[src/rtl/shiftvec_acc.sv]
module shiftvec_acc #(
  parameter int W     = 32,
  parameter int EW    = 8,
  parameter int MAXN  = 32,
  parameter int OFS_W = $clog2(W),
  parameter int CNT_W = $clog2(MAXN)
) (
  input  logic             clk,
  input  logic             rst_n,
  input  logic             load_a,
  input  logic [W-1:0]     a_in,
  input  logic             copy_b,
  input  logic [OFS_W-1:0] offset,
  input  logic             start,
  input  logic             op_scan,
  input  logic [CNT_W-1:0] cnt_m1,
  output logic [W-1:0]     dec_out,
  output logic [W-1:0]     b_out,
  output logic             busy,
  output logic             step_valid,
  output logic             done
);
  logic [W-1:0]     a_q, b_q;
  logic [CNT_W-1:0] rem_q;
  logic             busy_q, scan_q, step_q, done_q;

  wire          fire = start && !busy_q;
  wire          adv  = fire || busy_q;
  wire [W-1:0]  elem = W'(a_q[EW-1:0]);
  wire [W-1:0]  sum  = b_q + elem;

  always_ff @(posedge clk) begin
    if (!rst_n) begin
      a_q    <= '0;
      b_q    <= '0;
      rem_q  <= '0;
      busy_q <= 1'b0;
      scan_q <= 1'b0;
      step_q <= 1'b0;
      done_q <= 1'b0;
    end else begin
      step_q <= 1'b0;
      done_q <= 1'b0;
      if (adv) begin
        a_q    <= a_q >> EW;
        b_q    <= sum;
        step_q <= fire ? op_scan : scan_q;
        if (fire) begin
          scan_q <= op_scan;
          rem_q  <= cnt_m1;
          busy_q <= (cnt_m1 != '0);
          done_q <= (cnt_m1 == '0);
        end else begin
          rem_q <= rem_q - CNT_W'(1);
          if (rem_q == CNT_W'(1)) begin
            busy_q <= 1'b0;
            done_q <= 1'b1;
          end
        end
      end else begin
        if (load_a) a_q <= a_in;
        if (copy_b) b_q <= a_q;
      end
    end
  end

  assign dec_out    = a_q << offset;
  assign b_out      = b_q;
  assign busy       = busy_q;
  assign step_valid = step_q;
  assign done       = done_q;
endmodule


[config.mk]
export PLATFORM = sky130hd
export DESIGN_NAME = shiftvec_acc
export DESIGN_NICKNAME = d
export VERILOG_FILES = /design/src/rtl/shiftvec_acc.sv
export SDC_FILE = /design/constraint.sdc
export NUM_CORES = 1
export LEC_CHECK = 0
export ABC_AREA = 1
export BUFFER_PORTS_ARGS = -buffer_cell sky130_fd_sc_hd__buf_2
export CORE_MARGIN = 8
export CORE_UTILIZATION = 51
export CTS_BUF_LIST = sky130_fd_sc_hd__clkbuf_16
export CTS_CLUSTER_SIZE = 25
export DETAILED_ROUTE_END_ITERATION = 10
export PLACE_DENSITY_LB_ADDON = 0.15
export SLEW_MARGIN = 15
export SYNTH_ARGS = -nofsm -noshare
export SYNTH_HDL_FRONTEND = slang
export SYNTH_SLANG_ARGS = --single-unit
export TNS_END_PERCENT = 5
[constraint.sdc]
create_clock -name clk -period 1.6 [get_ports clk]
set_clock_uncertainty 0.05 [all_clocks]
set_input_delay 0.24 -clock clk [delete_from_list [all_inputs] [get_ports clk]]
set_output_delay 0.24 -clock clk [all_outputs]
set_load 0.02 [all_outputs]
-- After elaboration in Yosys (flattened, before gate mapping)
Index checks and enable logic that the tools add are counted.
- logic and storage cells: 34
- output and inout bits: 67
- bits of input ports: 48
- flip-flop bits (word level): 73
- $add $sub $neg: 2
- equal/unequal tests: 1
- muxes and demuxes: 10
- shift operators: 1
- reduce and logical (&&, ||, !) cells: 11
- bitwise gates (word level): 1
- operators by type and width (kind ; count):
    32-bit 2-to-1 mux ; 2
    24-bit 2-to-1 mux ; 2
    32-bit by 8-bit adder with 32-bit output ; 1
    32-bit by 5-bit left shift with 32-bit output ; 1
    2-bit nonzero test ; 3
    5-bit by 1-bit equality test with 1-bit output, second input constant ; 1
    5-bit zero test ; 1
    1-bit 2-to-1 mux ; 5
    5-bit 2-to-1 mux ; 1
    5-bit nonzero test ; 1
    5-bit by 1-bit subtractor with 5-bit output, second input constant ; 1
    2-bit AND reduction ; 2
    2-bit OR reduction ; 1
    1-bit logical AND ; 1
    1-bit zero test ; 1
    1-bit logical OR ; 1
    1-bit inverter ; 1

-- Depth between registers and ports, before layout
- depth after elaboration: 4
- gate-level depth with buffers: 13
- mapped depth without buffers: 13

-- Least setup slack after synthesis
OpenSTA, ideal clock, no wires.
- path type: reg-to-reg
- start: register b_q[0], in the netlist b_out[0]
- end: register b_q[28], in the netlist b_out[28]
- slack: -293 ps
- period minus slack after synthesis: 1893 ps
- arrival time: 1772 ps
- data required time: 1478 ps
- library setup time: 72 ps
- cell stages (with the launch flop): 12
- path buffers: 0
- path through: dfxtp_1 > ha_1 > fa_1 > nand3_1 > nand3_1 > nand3_1 > nand2_1 > nand2_1 > nand2_1 > nand3_1 > nand2_1 > a21oi_1
- cells in the longest elaborated chain, start to end: 2
- ends and longest elaborated chain (item ; RTL line ; RTL):
    start, declared ; 23 ; logic [W-1:0] a_q, b_q;
    start signal, assigned ; 46 ; b_q <= sum;
    start signal, assigned ; 62 ; if (copy_b) b_q <= a_q;
    32-bit by 8-bit adder with 32-bit output ; 30 ; wire [W-1:0] sum = b_q + elem;
    32-bit 2-to-1 mux ; 44 ; if (adv) begin
Every way passes these cells.
A chain may end at the register's enable or synchronous reset.

-- Final worst setup path
- start: register a_q[3]
- end: output port dec_out[30]
- cells in the longest elaborated chain, start to end: 1
- ends and longest elaborated chain (item ; RTL line ; RTL):
    start, declared ; 23 ;
    start signal, assigned ; 45 ; a_q <= a_q >> EW;
    start signal, assigned ; 61 ; if (load_a) a_q <= a_in;
    32-bit by 5-bit left shift with 32-bit output ; 67 ; assign dec_out = a_q << offset;
    end, declared ; 17 ; output logic [W-1:0] dec_out,
Every way passes these cells.

==> impl_metrics.env <==
export IMPL_timing_critical_path_slowest_stage_cell="sky130_fd_sc_hd__dfxtp_2"
export IMPL_syn_area_per_cell_um2=5.89
export IMPL_grt_overflow_total=0
export IMPL_run_status="complete, but fails checks"
export IMPL_synthDominantAreaCellType="sky130_fd_sc_hd__dfxtp_1"
export IMPL_detailed_place_area_um2=7570
export IMPL_grt_start_max_net_pins=52
export IMPL_ys_warn_count=0
export IMPL_tritoncts="yes"
export IMPL_final_nets=1257
export IMPL_cts_root_buffer="sky130_fd_sc_hd__clkbuf_16"
export IMPL_postLayoutSetupSlackWorst_ns=-0.427
export IMPL_asyncSetResetFlopFracSynth_pct=0
export IMPL_final_area_um2=8240
export IMPL_drc=0
export IMPL_synth_top_cells_by_area="sky130_fd_sc_hd__dfxtp_1, sky130_fd_sc_hd__nand2_1, sky130_fd_sc_hd__nand3_1"
export IMPL_mean_routed_wirelength_per_cell_um=15.2
export IMPL_die_h_um=123
export IMPL_fmax_ghz=0.493
export IMPL_failing_checks="setup timing"
export IMPL_power_density_nw_per_um2=711
export IMPL_layout_cells_non_filler=1346
export IMPL_period_minus_slack_ns=2.03
export IMPL_cp_cell_sequence="buf_4 > o21ai_2 > nand2_1 > o21ai_2 > nand2_1 > o21ai_2 > nand2_1 > nand2_2 > o21ai_1 > buf_4"
export IMPL_cts_htree_levels=3
export IMPL_cts_path_max_buffers=2
export IMPL_setup_violations=60
export IMPL_total_number_of_placement_rows=39
export IMPL_yosysSeqAreaShare_pct=25.1
export IMPL_route_antenna_remaining_nets=0
export IMPL_die_area_um2=15100
export IMPL_mappedNetlistNets=1048
export IMPL_synth_main_ff_cell="sky130_fd_sc_hd__dfxtp_1"
export IMPL_tightestPinTransition_ns=0.431
export IMPL_p_leak_nw=3.89
export IMPL_synth_cell_type_count=43
export IMPL_max_cap_violations=0
export IMPL_numClockSinks=73
export IMPL_post_drt_via_cell_ratio=5.49
export IMPL_period_share_pct=127
export IMPL_cell_count_after_placement=1329
export IMPL_place_detailed_hpwl_um=15600
export IMPL_cp_required_ns=1.31
export IMPL_final_max_slew_viol_count=0
export IMPL_final_fill_count=963
export IMPL_critPathMaxFanout=4
export IMPL_rsz0062_at_grt="yes"
export IMPL_grt_pass1_wl_um=32400
export IMPL_synth_area_um2=5820
export IMPL_ios=115
export IMPL_ys_seq_elements=73
export IMPL_timing_critical_path_from_type="flip-flop"
export IMPL_hold_crit_class="input pin to flip-flop"
export IMPL_number_of_global_route_vias_before_repair=6858
export IMPL_slew_headroom_pct=71.0
export IMPL_areaGrowthSynthToFinish_pct=41.5
export IMPL_number_of_cts_inserted_buffers=9
export IMPL_port_buffers=114
export IMPL_synth_cells_most_frequent="sky130_fd_sc_hd__nand2_1, sky130_fd_sc_hd__inv_1, sky130_fd_sc_hd__dfxtp_1"
export IMPL_path_clk_slew_ns=0.06
export IMPL_synth_enable_flop_cells=0
export IMPL_place_gp_congestion=0.968
export IMPL_iteration_0_drc_markers=649
export IMPL_hold_viol_final=0
export IMPL_critical_path_arrival_ns=1.74
export IMPL_clk_latency_ns=0.35
export IMPL_max_stage_delay_ns=0.36
export IMPL_synth_top_cell_area_share_pct=25.1
export IMPL_synthesis_instances=989
export IMPL_post_route_cells_drive_above_1_share_pct=32.1
export IMPL_antenna_cell_count=0
export IMPL_worstSetupEndpointType="output pin"
export IMPL_antenna_violations_before_repair=0
export IMPL_post_synth_top_count_cell="sky130_fd_sc_hd__nand2_1"
export IMPL_globalRouteTotalUtil_pct=26.9
export IMPL_critical_path_class="flip-flop to output pin"
export IMPL_detailedRoute_firstPassIterationCount=5
export IMPL_via_count=7389
export IMPL_ir_drop_mv=0.595
export IMPL_start_util_pct=51.7
export IMPL_core_um2=11300
export IMPL_die_width_um=123
export IMPL_postRouteWirelength_um=20400
[timing repair]
| item | in CTS | in global routing |
|---|---|---|
| pin swaps | 14 | 6 |
| resized for setup | 106 | 37 |
| setup buffers | 1 | 0 |
| endpoints found under the setup margin | 61 | 62 |
| hold buffers | 0 | 0 |
[metrics by stage]
stage / setup WS, ns / hold slack, ns / setup TNS (ns) / power (W) / utilization, %
floorplan: -0.146 / 0.330 / -3.58 / 0.00310 / -
global placement: -0.426 / 0.402 / -13.63 / 0.00382 / 67.2
detailed placement: -0.420 / 0.409 / -15.38 / 0.00384 / 67.2
CTS: -0.398 / 0.0763 / -15.31 / 0.00580 / 72.0
global route: -0.529 / 0.0896 / -23.78 / 0.00615 / 73.1
finish: -0.427 / 0.0823 / -16.45 / 0.00586 / 73.1
[state kept, by name (all words and copies together) (netlist names)]
register / flops
rem_q: 5
step_valid: 1
b_out: 32
busy: 1
a_q: 32
done: 1
scan_q: 1
[cells by family (layout without fill, tap and decap cells)]
logic type	Yosys count	after routing	synth area share, %
mux	18	18	3.09
flops	73	73	25.1
simple gates	499	499	36.2
compound gates	229	229	21.6
buf+inv	152	366	10.5
xor+xnor	7	7	1.05
fa+ha+maj	11	11	2.49
[worst max-delay path: cells and delay by family, from the launching register on]
family | cells | cell delay, ns
AO/OA/AOI/OAI | 4 | 0.37
AND/OR/NAND/NOR | 4 | 0.36
flip-flops | 1 | 0.36
buffers and inverters | 2 | 0.30
[layer usage]
metal	track usage [%]	part of all wire, %	wire [um]
met1	32.4	42	8470
met2	46.1	49	9950
met3	4.60	6.9	1410
met4	11.3	2.8	564
met5	0	0	0
[worst paths after layout]
check,start,cells after the start,slack [ns],endpoint
worst max-delay path,a_q[3],10,-0.43,dec_out[30]
worst min-delay path,a_in[24],3,0.08,a_q[24]
worst max register to register,b_out[5],13,-0.30,b_out[18]
worst min register to register,a_q[31],2,0.42,a_q[31]
[cells in the final DEF (no fill, tap or decap), drive strengths merged, types with 5 or more instances in the layout]
cell / instances
o22ai: 29
inv: 99
nand4: 9
o21ai: 116
nor2: 75
o211ai: 11
nand2: 315
nor3: 11
clkbuf: 9
xor2: 6
a21oi: 61
dfxtp: 73
ha: 10
mux2i: 18
and2: 5
nand3b: 7
clkinv: 5
buf: 252
nand3: 72
[power breakdown]
group          switching, W  leakage (nW)  internal, W
Clock              0.000855         0.134      0.00105
Combinational       0.00110          3.15     0.000793
Sequential         0.000122         0.607      0.00194
Total               0.00208          3.89      0.00378
[layout make-up]
type | count | area, um^2 | area share (%)
sequential | 73 | 1490 | 18.1
clock buffer | 9 | 225 | 2.73
multi-input combinational | 764 | 4100 | 49.7
inverter | 98 | 368 | 4.46
tap | 143 | 179 | 2.17
clock inverter | 7 | 45.0 | 0.547
timing repair buffer | 252 | 1830 | 22.3
Note: power is estimated with default switching activity, not from simulation.
